--- config.mk ---
export PLATFORM = sky130hd
export DESIGN_NAME = psqrt_unit
export DESIGN_NICKNAME = d
export VERILOG_FILES = /design/src/rtl/psqrt_pkg.sv /design/src/rtl/psqrt_lane_prep.sv /design/src/rtl/psqrt_root_core.sv /design/src/rtl/psqrt_round.sv /design/src/rtl/psqrt_unit.sv
export SDC_FILE = /design/constraint.sdc
export NUM_CORES = 2
export LEC_CHECK = 0
export ABC_AREA = 1
export BUFFER_PORTS_ARGS = -buffer_cell sky130_fd_sc_hd__buf_4
export CAP_MARGIN = 20
export CORE_AREA = 2 2 308 310
export DETAILED_ROUTE_END_ITERATION = 7
export DIE_AREA = 0 0 310 312
export HOLD_SLACK_MARGIN = 0.02
export PLACE_DENSITY = 0.71
export SLEW_MARGIN = 20
export SYNTH_ARGS = -nofsm -noshare
export SYNTH_HDL_FRONTEND = slang
export SYNTH_SLANG_ARGS = --single-unit
--- constraint.sdc ---
create_clock -name clk -period 30 [get_ports clk]
set_input_delay 3 -clock clk [delete_from_list [all_inputs] [get_ports clk]]
set_output_delay 3 -clock clk [all_outputs]
set_load 0.03 [all_outputs]
--- src/rtl/psqrt_pkg.sv ---
package psqrt_pkg;
    typedef enum logic [1:0] {
        MD_LEG  = 2'b00,
        MD_V128 = 2'b01,
        MD_V256 = 2'b10,
        MD_RSV  = 2'b11
    } mode_e;

    typedef enum logic [1:0] {
        S_IDLE = 2'b00,
        S_PREP = 2'b01,
        S_ROOT = 2'b10,
        S_DONE = 2'b11
    } state_e;

    localparam int          FP_W     = 32;
    localparam int          MANT_W   = 24;
    localparam int          ROOT_W   = MANT_W + 1;
    localparam int          RAD_W    = 2 * ROOT_W;
    localparam logic [31:0] QNAN_DEF = 32'h7FC0_0000;
endpackage

--- src/rtl/psqrt_lane_prep.sv ---
module psqrt_lane_prep
    import psqrt_pkg::*;
(
    input  logic [FP_W-1:0]  word,
    input  logic             daz,
    output logic             special,
    output logic [FP_W-1:0]  spc_val,
    output logic             inv,
    output logic             den,
    output logic [RAD_W-1:0] rad,
    output logic [7:0]       exp_b
);
    logic              sgn;
    logic [7:0]        ex;
    logic [22:0]       fr;
    logic [4:0]        sh;
    logic [MANT_W-1:0] m24;
    logic signed [9:0] e_unb;
    logic signed [9:0] e_half;

    assign sgn = word[31];
    assign ex  = word[30:23];
    assign fr  = word[22:0];

    function automatic logic [4:0] lead_zeros(input logic [MANT_W-1:0] v);
        logic [4:0] n;
        logic       hit;
        n   = '0;
        hit = 1'b0;
        for (int i = MANT_W - 1; i >= 0; i--) begin
            if (!hit && v[i]) hit = 1'b1;
            else if (!hit) n = n + 5'd1;
        end
        return n;
    endfunction

    always_comb begin
        special = 1'b1;
        spc_val = word;
        inv     = 1'b0;
        den     = 1'b0;
        if (ex == 8'hFF && fr != '0) begin
            if (!fr[22]) begin
                spc_val = QNAN_DEF;
                inv     = 1'b1;
            end
        end else if (ex == 8'h00 && (fr == '0 || daz)) begin
            spc_val = {sgn, 31'b0};
        end else begin
            den = (ex == 8'h00);
            if (sgn) begin
                spc_val = QNAN_DEF;
                inv     = 1'b1;
            end else if (ex == 8'hFF) begin
                spc_val = word;
            end else begin
                special = 1'b0;
            end
        end
    end

    always_comb begin
        sh = lead_zeros({1'b0, fr});
        if (ex == 8'h00) begin
            m24   = {1'b0, fr} << sh;
            e_unb = -10'sd126 - $signed({5'b0, sh});
        end else begin
            m24   = {1'b1, fr};
            e_unb = $signed({2'b0, ex}) - 10'sd127;
        end
        e_half = e_unb >>> 1;
        exp_b  = 8'(e_half + 10'sd127);
        if (e_unb[0]) rad = {m24, {(RAD_W - MANT_W){1'b0}}};
        else          rad = {1'b0, m24, {(RAD_W - MANT_W - 1){1'b0}}};
    end
endmodule

--- src/rtl/psqrt_root_core.sv ---
module psqrt_root_core
    import psqrt_pkg::*;
(
    input  logic              clk,
    input  logic              rst_n,
    input  logic              load,
    input  logic [RAD_W-1:0]  rad,
    output logic              fin,
    output logic [ROOT_W-1:0] root,
    output logic              rem_nz
);
    localparam int RW  = ROOT_W + 3;
    localparam int CNW = $clog2(ROOT_W + 1);

    logic [RAD_W-1:0]  rad_q;
    logic [RW-1:0]     rem_q;
    logic [ROOT_W-1:0] root_q;
    logic [CNW-1:0]    cnt_q;
    logic              fin_q;
    logic [RW-1:0]     cur;
    logic [RW-1:0]     trial;
    logic              take;

    assign cur   = {rem_q[RW-3:0], rad_q[RAD_W-1 -: 2]};
    assign trial = {1'b0, root_q, 2'b01};
    assign take  = (cur >= trial);

    always_ff @(posedge clk or negedge rst_n) begin
        if (!rst_n) begin
            rad_q  <= '0;
            rem_q  <= '0;
            root_q <= '0;
            cnt_q  <= '0;
            fin_q  <= 1'b0;
        end else if (load) begin
            rad_q  <= rad;
            rem_q  <= '0;
            root_q <= '0;
            cnt_q  <= CNW'(ROOT_W);
            fin_q  <= 1'b0;
        end else if (cnt_q != '0) begin
            rad_q  <= rad_q << 2;
            rem_q  <= take ? (cur - trial) : cur;
            root_q <= {root_q[ROOT_W-2:0], take};
            cnt_q  <= cnt_q - 1'b1;
            fin_q  <= (cnt_q == CNW'(1));
        end else begin
            fin_q  <= 1'b0;
        end
    end

    assign fin    = fin_q;
    assign root   = root_q;
    assign rem_nz = (rem_q != '0);

    a_r11_core_fin_pulse: assert property (@(posedge clk) disable iff (!rst_n)
        fin |=> !fin);
    a_r1_core_idle_on_fin: assert property (@(posedge clk) disable iff (!rst_n)
        fin |-> (cnt_q == '0));
endmodule

--- src/rtl/psqrt_round.sv ---
module psqrt_round
    import psqrt_pkg::*;
(
    input  logic [ROOT_W-1:0] root,
    input  logic              rem_nz,
    input  logic [7:0]        exp_b,
    output logic [FP_W-1:0]   word,
    output logic              inexact
);
    logic              inc;
    logic [MANT_W:0]   sum;

    always_comb begin
        inc     = root[0] & (rem_nz | root[1]);
        sum     = {1'b0, root[ROOT_W-1:1]} + {{MANT_W{1'b0}}, inc};
        inexact = root[0] | rem_nz;
        if (sum[MANT_W]) word = {1'b0, exp_b + 8'd1, sum[MANT_W-1:1]};
        else             word = {1'b0, exp_b, sum[MANT_W-2:0]};
    end
endmodule

--- src/rtl/psqrt_unit.sv ---
module psqrt_unit
    import psqrt_pkg::*;
#(
    parameter int LANES = 8
) (
    input  logic                  clk,
    input  logic                  rst_n,
    input  logic                  start,
    input  logic [1:0]            mode,
    input  logic [3:0]            spec,
    input  logic                  daz,
    input  logic                  flag_clr,
    input  logic [LANES*FP_W-1:0] src,
    input  logic [LANES*FP_W-1:0] dst_in,
    output logic                  busy,
    output logic                  done,
    output logic                  fault,
    output logic [LANES*FP_W-1:0] result,
    output logic [2:0]            flags
);
    localparam int VW = LANES * FP_W;
    localparam int HW = VW / 2;
    localparam int LW = $clog2(LANES);

    state_e          state_q, state_d;
    logic [VW-1:0]   src_q, dst_q, work_q, work_mrg, result_q;
    mode_e           mode_q;
    logic            daz_q, fault_q;
    logic [LW-1:0]   lane_q;
    logic [2:0]      pend_q, flags_q, lane_fl;
    logic [7:0]      exp_q;
    logic            bad_req, last_lane, lane_wr, lane_fl_en, core_load;
    logic [LW:0]     n_act;
    logic [FP_W-1:0] cur_word, lane_val;

    logic             p_special, p_inv, p_den;
    logic [FP_W-1:0]  p_val;
    logic [RAD_W-1:0] p_rad;
    logic [7:0]       p_exp;
    logic             c_fin, c_rem_nz;
    logic [ROOT_W-1:0] c_root;
    logic [FP_W-1:0]  r_word;
    logic             r_inexact;

    assign bad_req   = (mode_e'(mode) == MD_RSV) ||
                       (mode_e'(mode) != MD_LEG && spec != 4'hF);
    assign n_act     = (mode_q == MD_V256) ? (LW+1)'(LANES) : (LW+1)'(LANES / 2);
    assign last_lane = ({1'b0, lane_q} == n_act - 1'b1);
    assign cur_word  = src_q[lane_q*FP_W +: FP_W];

    psqrt_lane_prep u_prep (
        .word    (cur_word),
        .daz     (daz_q),
        .special (p_special),
        .spc_val (p_val),
        .inv     (p_inv),
        .den     (p_den),
        .rad     (p_rad),
        .exp_b   (p_exp)
    );

    psqrt_root_core u_core (
        .clk    (clk),
        .rst_n  (rst_n),
        .load   (core_load),
        .rad    (p_rad),
        .fin    (c_fin),
        .root   (c_root),
        .rem_nz (c_rem_nz)
    );

    psqrt_round u_round (
        .root    (c_root),
        .rem_nz  (c_rem_nz),
        .exp_b   (exp_q),
        .word    (r_word),
        .inexact (r_inexact)
    );

    // state register
    always_ff @(posedge clk or negedge rst_n) begin
        if (!rst_n) state_q <= S_IDLE;
        else        state_q <= state_d;
    end

    // next state
    always_comb begin
        state_d = state_q;
        unique case (state_q)
            S_IDLE: if (start) state_d = bad_req ? S_DONE : S_PREP;
            S_PREP: begin
                if (!p_special)     state_d = S_ROOT;
                else if (last_lane) state_d = S_DONE;
            end
            S_ROOT: if (c_fin) state_d = last_lane ? S_DONE : S_PREP;
            S_DONE: state_d = S_IDLE;
        endcase
    end

    // lane write control
    always_comb begin
        lane_wr    = 1'b0;
        lane_val   = p_val;
        lane_fl    = 3'b000;
        lane_fl_en = 1'b0;
        core_load  = 1'b0;
        unique case (state_q)
            S_PREP: begin
                lane_fl    = {1'b0, p_den, p_inv};
                lane_fl_en = 1'b1;
                lane_wr    = p_special;
                core_load  = !p_special;
            end
            S_ROOT: begin
                lane_val   = r_word;
                lane_fl    = {r_inexact, 2'b00};
                lane_fl_en = c_fin;
                lane_wr    = c_fin;
            end
            default: ;
        endcase
    end

    always_comb begin
        work_mrg = work_q;
        work_mrg[lane_q*FP_W +: FP_W] = lane_val;
    end

    // datapath registers
    always_ff @(posedge clk or negedge rst_n) begin
        if (!rst_n) begin
            src_q    <= '0;
            dst_q    <= '0;
            work_q   <= '0;
            result_q <= '0;
            mode_q   <= MD_LEG;
            daz_q    <= 1'b0;
            fault_q  <= 1'b0;
            lane_q   <= '0;
            pend_q   <= '0;
            flags_q  <= '0;
            exp_q    <= '0;
        end else begin
            flags_q <= (flag_clr ? 3'b000 : flags_q) |
                       ((lane_wr && last_lane) ? (pend_q | lane_fl) : 3'b000);
            if (state_q == S_IDLE && start) begin
                src_q   <= src;
                dst_q   <= dst_in;
                mode_q  <= mode_e'(mode);
                daz_q   <= daz;
                fault_q <= bad_req;
                lane_q  <= '0;
                pend_q  <= '0;
                work_q  <= (mode_e'(mode) == MD_LEG) ? {dst_in[VW-1:HW], {HW{1'b0}}} : '0;
            end
            if (state_q == S_PREP && !p_special) exp_q <= p_exp;
            if (lane_fl_en) pend_q <= pend_q | lane_fl;
            if (lane_wr) begin
                work_q <= work_mrg;
                if (last_lane) result_q <= work_mrg;
                else           lane_q   <= lane_q + 1'b1;
            end
        end
    end

    // outputs
    always_comb begin
        busy   = (state_q != S_IDLE);
        done   = (state_q == S_DONE);
        fault  = (state_q == S_DONE) && fault_q;
        result = result_q;
        flags  = flags_q;
    end

    a_r11_done_pulse: assert property (@(posedge clk) disable iff (!rst_n)
        done |=> !done);
    a_r11_done_busy: assert property (@(posedge clk) disable iff (!rst_n)
        done |-> busy);
    a_r5_fault_with_done: assert property (@(posedge clk) disable iff (!rst_n)
        fault |-> done);
    a_r5_fault_keeps_result: assert property (@(posedge clk) disable iff (!rst_n)
        fault |-> $stable(result));
    a_r5_fault_keeps_flags: assert property (@(posedge clk) disable iff (!rst_n)
        (fault && !$past(flag_clr)) |-> $stable(flags));
    a_r3_upper_kept: assert property (@(posedge clk) disable iff (!rst_n)
        (done && !fault && mode_q == MD_LEG) |-> (result[VW-1:HW] == dst_q[VW-1:HW]));
    a_r4_upper_zero: assert property (@(posedge clk) disable iff (!rst_n)
        (done && !fault && mode_q == MD_V128) |-> (result[VW-1:HW] == '0));
    a_r10_clear: assert property (@(posedge clk) disable iff (!rst_n)
        (flag_clr && !(lane_wr && last_lane)) |=> (flags == 3'b000));
endmodule

==> run metrics <==
outcome completed; required time of the worst setup path approximately 31 ns; async set-or-reset flop fraction in the synthesized netlist between 90% and 100%; overall track demand over capacity in global routing roughly 32%; clock tree from TritonCTS yes; finished layout cell area about 54,000 sq um; Synthesis Warnings 0; period utilization 44.6%; core outline area a little over 90,000 sq um; leading register cell type out of synthesis sky130_fd_sc_hd__dfrtp_1; data arrival time of the critical path 13.96 ns; fraction of synthesized cell area taken by the top area cell type between 40 and 50%; H-tree depth reported by CTS 3; worst-case headroom to the max-slew limit between 20% and 30%; estimated wirelength of the detail-placed design between 100 and 150 mm; number of max-slew violations in the final report 0; number of hold-repair buffers added at the cts stage 0; # DRC 0; setup bufs post-CTS 0; number of gates resized after CTS 0; placed insts 7,459; crit path time final roughly 13 ns; signed area change from the synthesized netlist to the final layout 19.2%; max-cap check violation count 0; count of unique library cells instantiated by Yosys between 60 and 70; number of global-route vias before repair between 40,000 and 50,000; Hold Vio Cnt, Final 0; launch point of the worst hold path src_q[65]$_DFFE_PN0P_; most prevalent standard cell on the critical path sky130_fd_sc_hd__nand2_1; detailed-route via count about 43,000; share of post-route cells with drive strength above 1 about 16%; register area between 20,000 and 25,000 sq um; fraction of the yosys area taken by sequential cells around half; grt total ovfl 0; commonest cells after routing, fill and taps aside 2,037 x sky130_fd_sc_hd__nand2_1, 873 x sky130_fd_sc_hd__dfrtp_1, 847 x sky130_fd_sc_hd__o21ai_0; critical path endpoint category flip-flop; I/O pin total just under 800; Worst-Margin Slew ~1.2 ns; clock skew between 0.04 and 0.05 ns; number of synthesized flops with an enable pin 0; peak fanout along the critical path 52; top post-synthesis cells by area sky130_fd_sc_hd__dfrtp_1 48%, sky130_fd_sc_hd__nand2_1 17%, sky130_fd_sc_hd__o21ai_0 9.4%; average size of a mapped cell just under 8 sq um; hold path endpoint src_q[65]$_DFFE_PN0P_; Post-Route Setup TNS 0 ns; Power Density 114 nW/um^2; crit path launch type flip-flop; number of CTS-inserted buffers 96; initial antenna violation count 15; cells on worst reg2reg path 85; maximum number of pins on one net before global-route repair ~250; fmax between 0.07 and 0.08 GHz; Leakage Power between 20 and 30 nW; Die Outline Area just under 100,000 sq um; Post-Route WL about 160 mm; TritonCTS Sinks just under 900; RD Place Congestion 0.947; setup repair after global routing missed its margin no; First-pass DRT Iterations 6; Detailed Route Iter0 Violations approximately 5,600; Hold Crit Depth 2; hold crit path type reg2reg; wire length of the first global-routing pass 242 mm; ratio of routed vias to standard cells between 5 and 6; maximum buffer depth of the clock tree 3; final antenna-violating net count 0; netlist area before placement ~45,000 sq um; Register-to-Register Setup Slack between 15 and 20 ns; IR Drop Worst-Case VDD ~69 uV; clock root cell sky130_fd_sc_hd__clkbuf_16; count of state elements after synthesis 875; clock network latency to the later pin of the worst-skew pair roughly 0.7 ns; Filler cells 8,586; Die Span X 310 um; cell count after synthesis between 5,000 and 6,000; number of nets produced by synthesis 6,460; placed inst area about 50,000 sq um; number of rows created at floorplan around 110; nets ~6,900; cell taking the most area after synthesis sky130_fd_sc_hd__dfrtp_1; endpoint of the most critical register-to-register path u_core.rad_q[45]$_DFFE_PN0P_; worst setup path class reg2reg; critical path's largest stage delay approximately 0.75 ns; Buffers on Ports 656; vertical extent of the die 312 um; clock-pin slew of the registers on the worst-case setup and hold paths around 0.060 ns; reg-to-reg critical path startpoint lane_q[0]$_DFF_PN0_; area taken by multi-input logic gates about 20,000 sq um; final count of negative-setup-slack endpoints 0; most frequent standard cell in the layout excluding fill and tap cells sky130_fd_sc_hd__nand2_1; Crit-path slowest cell sky130_fd_sc_hd__dfrtp_4; filler-free cell count of the finished design 7,645; WL per Instance approximately 21 um; starting utilization of the core area between 40 and 50%
power by group:
part / internal, mW / leakage [nW] / switching [mW]
sequential: 1.56 / 11.6 / 0.211
clock: 0.768 / 1.70 / 0.513
combinational: 0.941 / 12.4 / 2.18
state kept, by name (all words and copies together), names as in the netlist, 3 cells and up:
| register | cells |
|---|---|
| flags | 3 |
| src_q | 256 |
| u_core.rem_q | 28 |
| work_q | 256 |
| u_core.root | 25 |
| u_core.rad_q | 25 |
| lane_q | 3 |
| pend_q | 3 |
| exp_q | 8 |
| result | 256 |
| u_core.cnt_q | 5 |
metrics by stage:
step	power [mW]	hold slack, ns	utilization (%)	worst slack (ns)
floorplan	3.95	0.444	-	18.71
global placement	4.77	0.459	54.3	16.96
detailed placement	4.83	0.460	54.3	16.80
CTS	6.13	0.476	58.0	16.75
global route	6.65	0.487	58.1	15.45
finish	6.18	0.474	58.1	16.62
cell families (layout without fill, tap and decap cells):
family / Yosys count / after routing / synth area share, %
flip-flops: 875 / 875 / 48.3
adder cells (fa/ha/maj): 63 / 63 / 1.74
other: 0 / 8 / 0
buffers and inverters: 733 / 1242 / 6.96
AO/OA/AOI/OAI: 1400 / 1400 / 16.8
XOR/XNOR: 43 / 43 / 0.831
AND/OR/NAND/NOR: 2759 / 2759 / 25.3
multiplexers: 1 / 1 / 0.0221
worst max path at each step:
| stage | startpoint | end | depth (start not counted) |
|---|---|---|---|
| CTS | lane_q[0]$_DFF_PN0_ | u_core.rad_q[46]$_DFFE_PN0P_ | 85 |
| finish | lane_q[0]$_DFF_PN0_ | u_core.rad_q[45]$_DFFE_PN0P_ | 85 |
| detailed placement | lane_q[0]$_DFF_PN0_ | u_core.rad_q[46]$_DFFE_PN0P_ | 85 |
| floorplan | lane_q[2]$_DFF_PN0_ | exp_q[6]$_DFFE_PN0P_ | 85 |
| global placement | lane_q[0]$_DFF_PN0_ | u_core.rad_q[45]$_DFFE_PN0P_ | 85 |
| global route | lane_q[0]$_DFF_PN0_ | u_core.rad_q[46]$_DFFE_PN0P_ | 85 |
synth_stat cells (4+ instances only):
library cell and number:
sky130_fd_sc_hd__a21oi_1 69, sky130_fd_sc_hd__a22oi_1 6, sky130_fd_sc_hd__buf_1 23, sky130_fd_sc_hd__buf_2 58, sky130_fd_sc_hd__buf_4 11, sky130_fd_sc_hd__buf_6 28
sky130_fd_sc_hd__buf_8 4, sky130_fd_sc_hd__clkbuf_1 251, sky130_fd_sc_hd__clkinv_1 5, sky130_fd_sc_hd__dfrtp_1 875, sky130_fd_sc_hd__ha_1 63, sky130_fd_sc_hd__inv_1 323
sky130_fd_sc_hd__inv_2 24, sky130_fd_sc_hd__nand2_1 2039, sky130_fd_sc_hd__nand2_2 31, sky130_fd_sc_hd__nand2_4 9, sky130_fd_sc_hd__nand3_1 167, sky130_fd_sc_hd__nand3_2 16
sky130_fd_sc_hd__nand4_1 158, sky130_fd_sc_hd__nor2_1 271, sky130_fd_sc_hd__nor2_2 11, sky130_fd_sc_hd__nor2_4 9, sky130_fd_sc_hd__nor3_1 18, sky130_fd_sc_hd__nor4_1 11
sky130_fd_sc_hd__o211ai_1 144, sky130_fd_sc_hd__o21ai_0 849, sky130_fd_sc_hd__o21ai_1 194, sky130_fd_sc_hd__o221ai_1 4, sky130_fd_sc_hd__o22ai_1 102, sky130_fd_sc_hd__xnor2_1 9
sky130_fd_sc_hd__xor2_1 34
worst max-delay path, delay by kind of cell (launching register included):
family	cells	cell delay, ns
AND/OR/NAND/NOR	39	4.52
buffers and inverters	13	1.68
multiplexers	1	0.10
adder cells (fa/ha/maj)	14	3.90
AO/OA/AOI/OAI	18	2.24
flip-flops	1	0.75
area by class of cell:
cell class	instances	area share [%]
clock inverter	34	1.02
clock buffer	144	5.38
tap	1254	2.90
antenna	8	0.0371
multi-input combinational	4266	37.7
sequential	875	40.5
inverter	356	2.54
timing repair buffer	708	9.91
metal layers:
layer  global-route usage [%]  share of wire, %  up-vias
met5                        0             0.058        -
met4                     14.4               4.8       14
met3                     7.46               9.5      331
met2                     48.1                44     1880
met1                     45.3                42    20891
li1                         -                 -    20302
Power figures use the tool's default switching activity.
